File: config.mk
export PLATFORM = sky130hd
export DESIGN_NAME = paged_ea_unit
export DESIGN_NICKNAME = d
export VERILOG_FILES = /design/src/rtl/paged_ea_pkg.sv /design/src/rtl/paged_ea_form.sv /design/src/rtl/paged_ea_incr.sv /design/src/rtl/paged_ea_seq.sv /design/src/rtl/paged_ea_unit.sv
export SDC_FILE = /design/constraint.sdc
export NUM_CORES = 1
export LEC_CHECK = 0
export BUFFER_PORTS_ARGS = -buffer_cell sky130_fd_sc_hd__buf_4
export CAP_MARGIN = 40
export CORE_ASPECT_RATIO = 1.25
export CORE_MARGIN = 5
export CORE_UTILIZATION = 49
export CTS_BUF_LIST = sky130_fd_sc_hd__clkbuf_4
export DETAILED_ROUTE_END_ITERATION = 6
export PLACE_DENSITY = 0.82
export SETUP_SLACK_MARGIN = 0.1
export SYNTH_ARGS = -nofsm -noshare
export SYNTH_HDL_FRONTEND = slang
export SYNTH_HIERARCHICAL = 1
export SYNTH_SLANG_ARGS = --single-unit
File: constraint.sdc
create_clock -name clk -period 1.7 [get_ports clk]
set_input_delay 0.34 -clock clk [delete_from_list [all_inputs] [get_ports clk]]
set_output_delay 0.34 -clock clk [all_outputs]
set_load 0.05 [all_outputs]
File: src/rtl/paged_ea_pkg.sv
package paged_ea_pkg;
  typedef enum logic [1:0] {
    ST_IDLE = 2'd0,
    ST_READ = 2'd1,
    ST_CAPT = 2'd2,
    ST_DONE = 2'd3
  } ea_state_e;
endpackage

File: src/rtl/paged_ea_form.sv
module paged_ea_form #(
  parameter int WORD_W   = 12,
  parameter int OFFS_W   = 7,
  parameter int IND_MSB  = 3,
  parameter int PAGE_MSB = 4,
  parameter int AI_BASE  = 8,
  parameter int AI_COUNT = 8
) (
  input  logic [WORD_W-1:0] instr,
  input  logic [WORD_W-1:0] pc,
  output logic [WORD_W-1:0] formed,
  output logic              indirect,
  output logic              autoidx
);
  localparam int PAGE_W  = WORD_W - OFFS_W;
  localparam int IND_IX  = WORD_W - 1 - IND_MSB;
  localparam int PAGE_IX = WORD_W - 1 - PAGE_MSB;
  localparam logic [WORD_W-1:0] AI_LO = WORD_W'(AI_BASE);
  localparam logic [WORD_W-1:0] AI_HI = WORD_W'(AI_BASE + AI_COUNT - 1);

  logic [PAGE_W-1:0] page_bits;
  logic              in_window;

  always_comb begin
    page_bits = instr[PAGE_IX] ? pc[WORD_W-1 -: PAGE_W] : '0;
    formed    = {page_bits, instr[OFFS_W-1:0]};
    indirect  = instr[IND_IX];
    in_window = (formed >= AI_LO) && (formed <= AI_HI);
    autoidx   = indirect && in_window;
  end
endmodule

File: src/rtl/paged_ea_incr.sv
module paged_ea_incr #(
  parameter int WORD_W = 12
) (
  input  logic [WORD_W-1:0] a,
  output logic [WORD_W-1:0] y
);
  always_comb y = a + WORD_W'(1);
endmodule

File: src/rtl/paged_ea_seq.sv
module paged_ea_seq
  import paged_ea_pkg::*;
#(
  parameter int WORD_W = 12
) (
  input  logic              clk,
  input  logic              rst_n,
  input  logic              req_valid,
  output logic              req_ready,
  input  logic [WORD_W-1:0] formed,
  input  logic              indirect,
  input  logic              autoidx,
  output logic              res_valid,
  input  logic              res_ready,
  output logic [WORD_W-1:0] res_addr,
  output logic              mem_en,
  output logic              mem_we,
  output logic [WORD_W-1:0] mem_addr,
  output logic [WORD_W-1:0] mem_wdata,
  input  logic [WORD_W-1:0] mem_rdata,
  input  logic [WORD_W-1:0] rdata_inc
);
  ea_state_e         state_q;
  logic [WORD_W-1:0] ea_q;
  logic              ai_q;
  logic [WORD_W-1:0] res_q;

  always_ff @(posedge clk) begin
    if (!rst_n) begin
      state_q <= ST_IDLE;
      ea_q    <= '0;
      ai_q    <= 1'b0;
      res_q   <= '0;
    end else begin
      unique case (state_q)
        ST_IDLE: if (req_valid) begin
          ea_q <= formed;
          ai_q <= autoidx;
          if (indirect) begin
            state_q <= ST_READ;
          end else begin
            res_q   <= formed;
            state_q <= ST_DONE;
          end
        end
        ST_READ: state_q <= ST_CAPT;
        ST_CAPT: begin
          res_q   <= ai_q ? rdata_inc : mem_rdata;
          state_q <= ST_DONE;
        end
        ST_DONE: if (res_ready) state_q <= ST_IDLE;
        default: state_q <= ST_IDLE;
      endcase
    end
  end

  always_comb begin
    req_ready = (state_q == ST_IDLE);
    res_valid = (state_q == ST_DONE);
    res_addr  = res_q;
    mem_addr  = ea_q;
    mem_wdata = rdata_inc;
    mem_en    = (state_q == ST_READ) || ((state_q == ST_CAPT) && ai_q);
    mem_we    = (state_q == ST_CAPT) && ai_q;
  end
endmodule

File: src/rtl/paged_ea_unit.sv
module paged_ea_unit #(
  parameter int WORD_W   = 12,
  parameter int OFFS_W   = 7,
  parameter int IND_MSB  = 3,
  parameter int PAGE_MSB = 4,
  parameter int AI_BASE  = 8,
  parameter int AI_COUNT = 8
) (
  input  logic              clk,
  input  logic              rst_n,
  input  logic              req_valid,
  output logic              req_ready,
  input  logic [WORD_W-1:0] req_instr,
  input  logic [WORD_W-1:0] req_pc,
  output logic              res_valid,
  input  logic              res_ready,
  output logic [WORD_W-1:0] res_addr,
  output logic              mem_en,
  output logic              mem_we,
  output logic [WORD_W-1:0] mem_addr,
  output logic [WORD_W-1:0] mem_wdata,
  input  logic [WORD_W-1:0] mem_rdata
);
  logic [WORD_W-1:0] formed;
  logic              indirect;
  logic              autoidx;
  logic [WORD_W-1:0] rdata_inc;

  paged_ea_form #(
    .WORD_W(WORD_W), .OFFS_W(OFFS_W), .IND_MSB(IND_MSB),
    .PAGE_MSB(PAGE_MSB), .AI_BASE(AI_BASE), .AI_COUNT(AI_COUNT)
  ) form_i (
    .instr(req_instr), .pc(req_pc), .formed(formed),
    .indirect(indirect), .autoidx(autoidx)
  );

  paged_ea_incr #(.WORD_W(WORD_W)) incr_i (
    .a(mem_rdata), .y(rdata_inc)
  );

  paged_ea_seq #(.WORD_W(WORD_W)) seq_i (
    .clk(clk), .rst_n(rst_n),
    .req_valid(req_valid), .req_ready(req_ready),
    .formed(formed), .indirect(indirect), .autoidx(autoidx),
    .res_valid(res_valid), .res_ready(res_ready), .res_addr(res_addr),
    .mem_en(mem_en), .mem_we(mem_we), .mem_addr(mem_addr),
    .mem_wdata(mem_wdata), .mem_rdata(mem_rdata), .rdata_inc(rdata_inc)
  );
endmodule

==> impl_metrics.ini <==
[yosys]
synthCells = 207
synthesis.nets = 253
synth_top_cell_by_area = dfxtp_1
synth-warning-count = 6
yosysSeqAreaShare_pct = 29.59
synth_seq_cells = 27
ys_types = 36
synth.cell_area_um2 = 1827
synth_edf_count = 0
synth_area_leaders = dfxtp_1 (30%), buf_4 (9.0%), nand2_1 (9.0%), o2bb2ai_2 (8.2%), mux2i_1 (6.6%)
synth-main-ff-cell = dfxtp_1
synth_area_per_cell_um2 = 8.825
async_reset_ff_share_pct = 0
yosysTopAreaCellShare_pct = 29.59

[critical_path]
start_kind = register
critPathArrivalTime_ns = 1.40
criticalPathCategory = reg2out
reg2reg_depth = 9
worstReg2RegStart = seq_i/state_q[0]
end_kind = output port
crit_fanout = 3
reg2reg_to = seq_i/res_addr[4]
reg2reg_setup_slack_ns = 0.10
crit_required_ns = 1.36

[timing]
layout_worst_path_cycle_share_pct = 102.2
drv_slew = 0
tightest_slew_ns = 0.2860
min_period_ns = 1.738
slew_headroom_pct = 80.73
max_freq_mhz = 575.5
tns_ns = -0.03773
setup_ws_ns = -0.03773
hold_ws_ns = 0.2692
setup_violations = 1
rsz0062_at_grt = true
hold_viol_final = 0
clock_skew_ns = 0.009463

[floorplanning]
start_util_pct = 51.55
ios = 80
die_h_um = 78.27
die_w_um = 64.61
design.die.area_um2 = 5057
core_region_area_um2 = 3543
fp-row-count = 24

[clocking]
cts_buffer_depth = 2
root_buffer = clkbuf_4
path_clk_slew_ns = 0.14
h-tree-depth = 1
tritoncts = built
clock_latency_ns = 0.32
cts_hold_buf = 0
clkSinkCount = 27
numCtsBuffers = 3

[global_route]
grt_pass1_wl_um = 7265
antenna_found_initial = 0
use_met2_pct = 34.40
grt_max_degree = 25
grt-busiest-layer = met2
grt_usage_pct = 17.85
gr-total-overflow = 0
grt_pass1_vias = 1585
globalRouteMet3Util_pct = 2.857
grtUsageMet1_pct = 19.63

[detailed_routing]
drc = 0
drt-initial-drc-count = 73
routedWlPerCell_um = 15.63
viasPerCell = 5.235
drt-total-wl_um = 4798
ant_nets = 0
first_pass_iters = 4
vias = 1607

[final_layout]
syn2layout_area_growth_pct = 42.40
final_util_pct = 73.41
diodes = 0
layout-drive-gt1-share_pct = 50.75
instances_no_fill = 307
final_area_um2 = 2601
nets = 315

[power]
power_mw = 3.178
powerDensity_nw_per_um2 = 1222
ir_drop_mv = 1.024
power.leakage_nw = 1.129

[min_path]
min_to = seq_i/mem_addr[2]
hp-start = req_instr[2]
worstHoldPathCells = 3
min_path_type = in2reg

[placement]
portBuffers = 69
pre_cts_ws_ns = -0.01941
place_inst = 293
gp_congestion = 0.7847
dp_hpwl_um = 3518
post_dp_cell_area_um2 = 2228

[run_status]
status = complete, but fails checks
failed_checks = negative setup slack

[job]
cap_viol_max_count = 0
[sequential cells by signal (all words and copies together) (netlist names)]
signal,count
seq_i/res_addr,12
seq_i/mem_addr,12
seq_i/state_q,2
seq_i/ai_q,1
[cells by family (layout without fill, tap and decap cells)]
logic type / count (synthesis) / after routing / share of synthesized area [%]
compound gates: 42 / 42 / 20.55
xor+xnor: 10 / 10 / 4.794
fa+ha+maj: 6 / 6 / 4.109
buf+inv: 36 / 97 / 13.90
flops: 27 / 27 / 29.59
mux: 12 / 12 / 6.576
simple gates: 74 / 74 / 20.48
[layout by cell type, fill, tap and decap left out, types with 2 or more instances in the layout]
cell type / instances
nand2b_1: 2
and2_1: 5
buf_4: 69
nand2_1: 42
o2bb2ai_1: 2
nand2_4: 2
o21ai_0: 12
buf_6: 13
mux2i_1: 12
nor2b_4: 2
ha_4: 2
a21boi_1: 5
buf_8: 5
dfxtp_1: 25
xor2_2: 3
nor3_4: 3
inv_1: 5
xnor2_2: 2
o2bb2ai_2: 10
o211a_1: 2
nand3_1: 2
ha_2: 2
xor2_1: 3
nor2_2: 2
ha_1: 2
clkbuf_4: 3
a21boi_0: 8
nand3_4: 2
xnor2_1: 2
[metal layers]
metal / vias to the layer above / wire [µm]
met1: 754 / 1847
met2: 46 / 2702
li1: 801 / -
met3: 6 / 178
met5: - / 0
met4: 0 / 70
[worst max-delay path, stage by stage (launching register included)]
cell	delay [ns]
dfxtp_2	0.35
buf_4	0.14
ha_1	0.19
or2_4	0.25
buf_8	0.15
[Yosys cell counts (2+ instances only)]
master	count
nand2_1	44
dfxtp_1	27
buf_4	22
mux2i_1	12
o21ai_0	12
o2bb2ai_2	10
a21boi_0	8
and2_1	6
ha_1	6
inv_1	6
xor2_1	6
a21boi_1	5
nand3_1	4
nor2_1	4
nor3_1	4
xnor2_1	4
buf_6	3
buf_2	2
clkbuf_1	2
nand2b_1	2
o211a_1	2
o2bb2ai_1	2
[worst max path at each step]
stage | startpoint | endpoint
floorplan | seq_i/state_q[0] | mem_en
global placement | seq_i/state_q[1] | seq_i/res_addr[3]
detailed placement | seq_i/state_q[1] | seq_i/res_addr[3]
CTS | seq_i/state_q[0] | mem_en
global route | seq_i/state_q[0] | mem_en
finish | seq_i/state_q[0] | mem_en
[layout make-up]
type                       instances  area [µm²]
fill                             252       942.2
timing repair buffer              87       739.5
multi-input combinational        144        1217
clock inverter                     1       5.005
sequential                        27       545.5
tap                               39       48.80
clock buffer                       3       22.52
inverter                           6       22.52
[report_power, final]
group	switching (mW)	internal [mW]	leakage [nW]
Clock	0.180	0.0882	0.0177
Combinational	1.26	0.755	0.890
Sequential	0.106	0.784	0.221
[repair_timing]
item,CTS,global route
endpoints found under the setup margin,21,14
resized for setup,29,31
pin swaps,12,13
endpoints found under the hold margin,0,0
setup buffers,4,6
No activity file was read; power rests on OpenSTA's default activity.
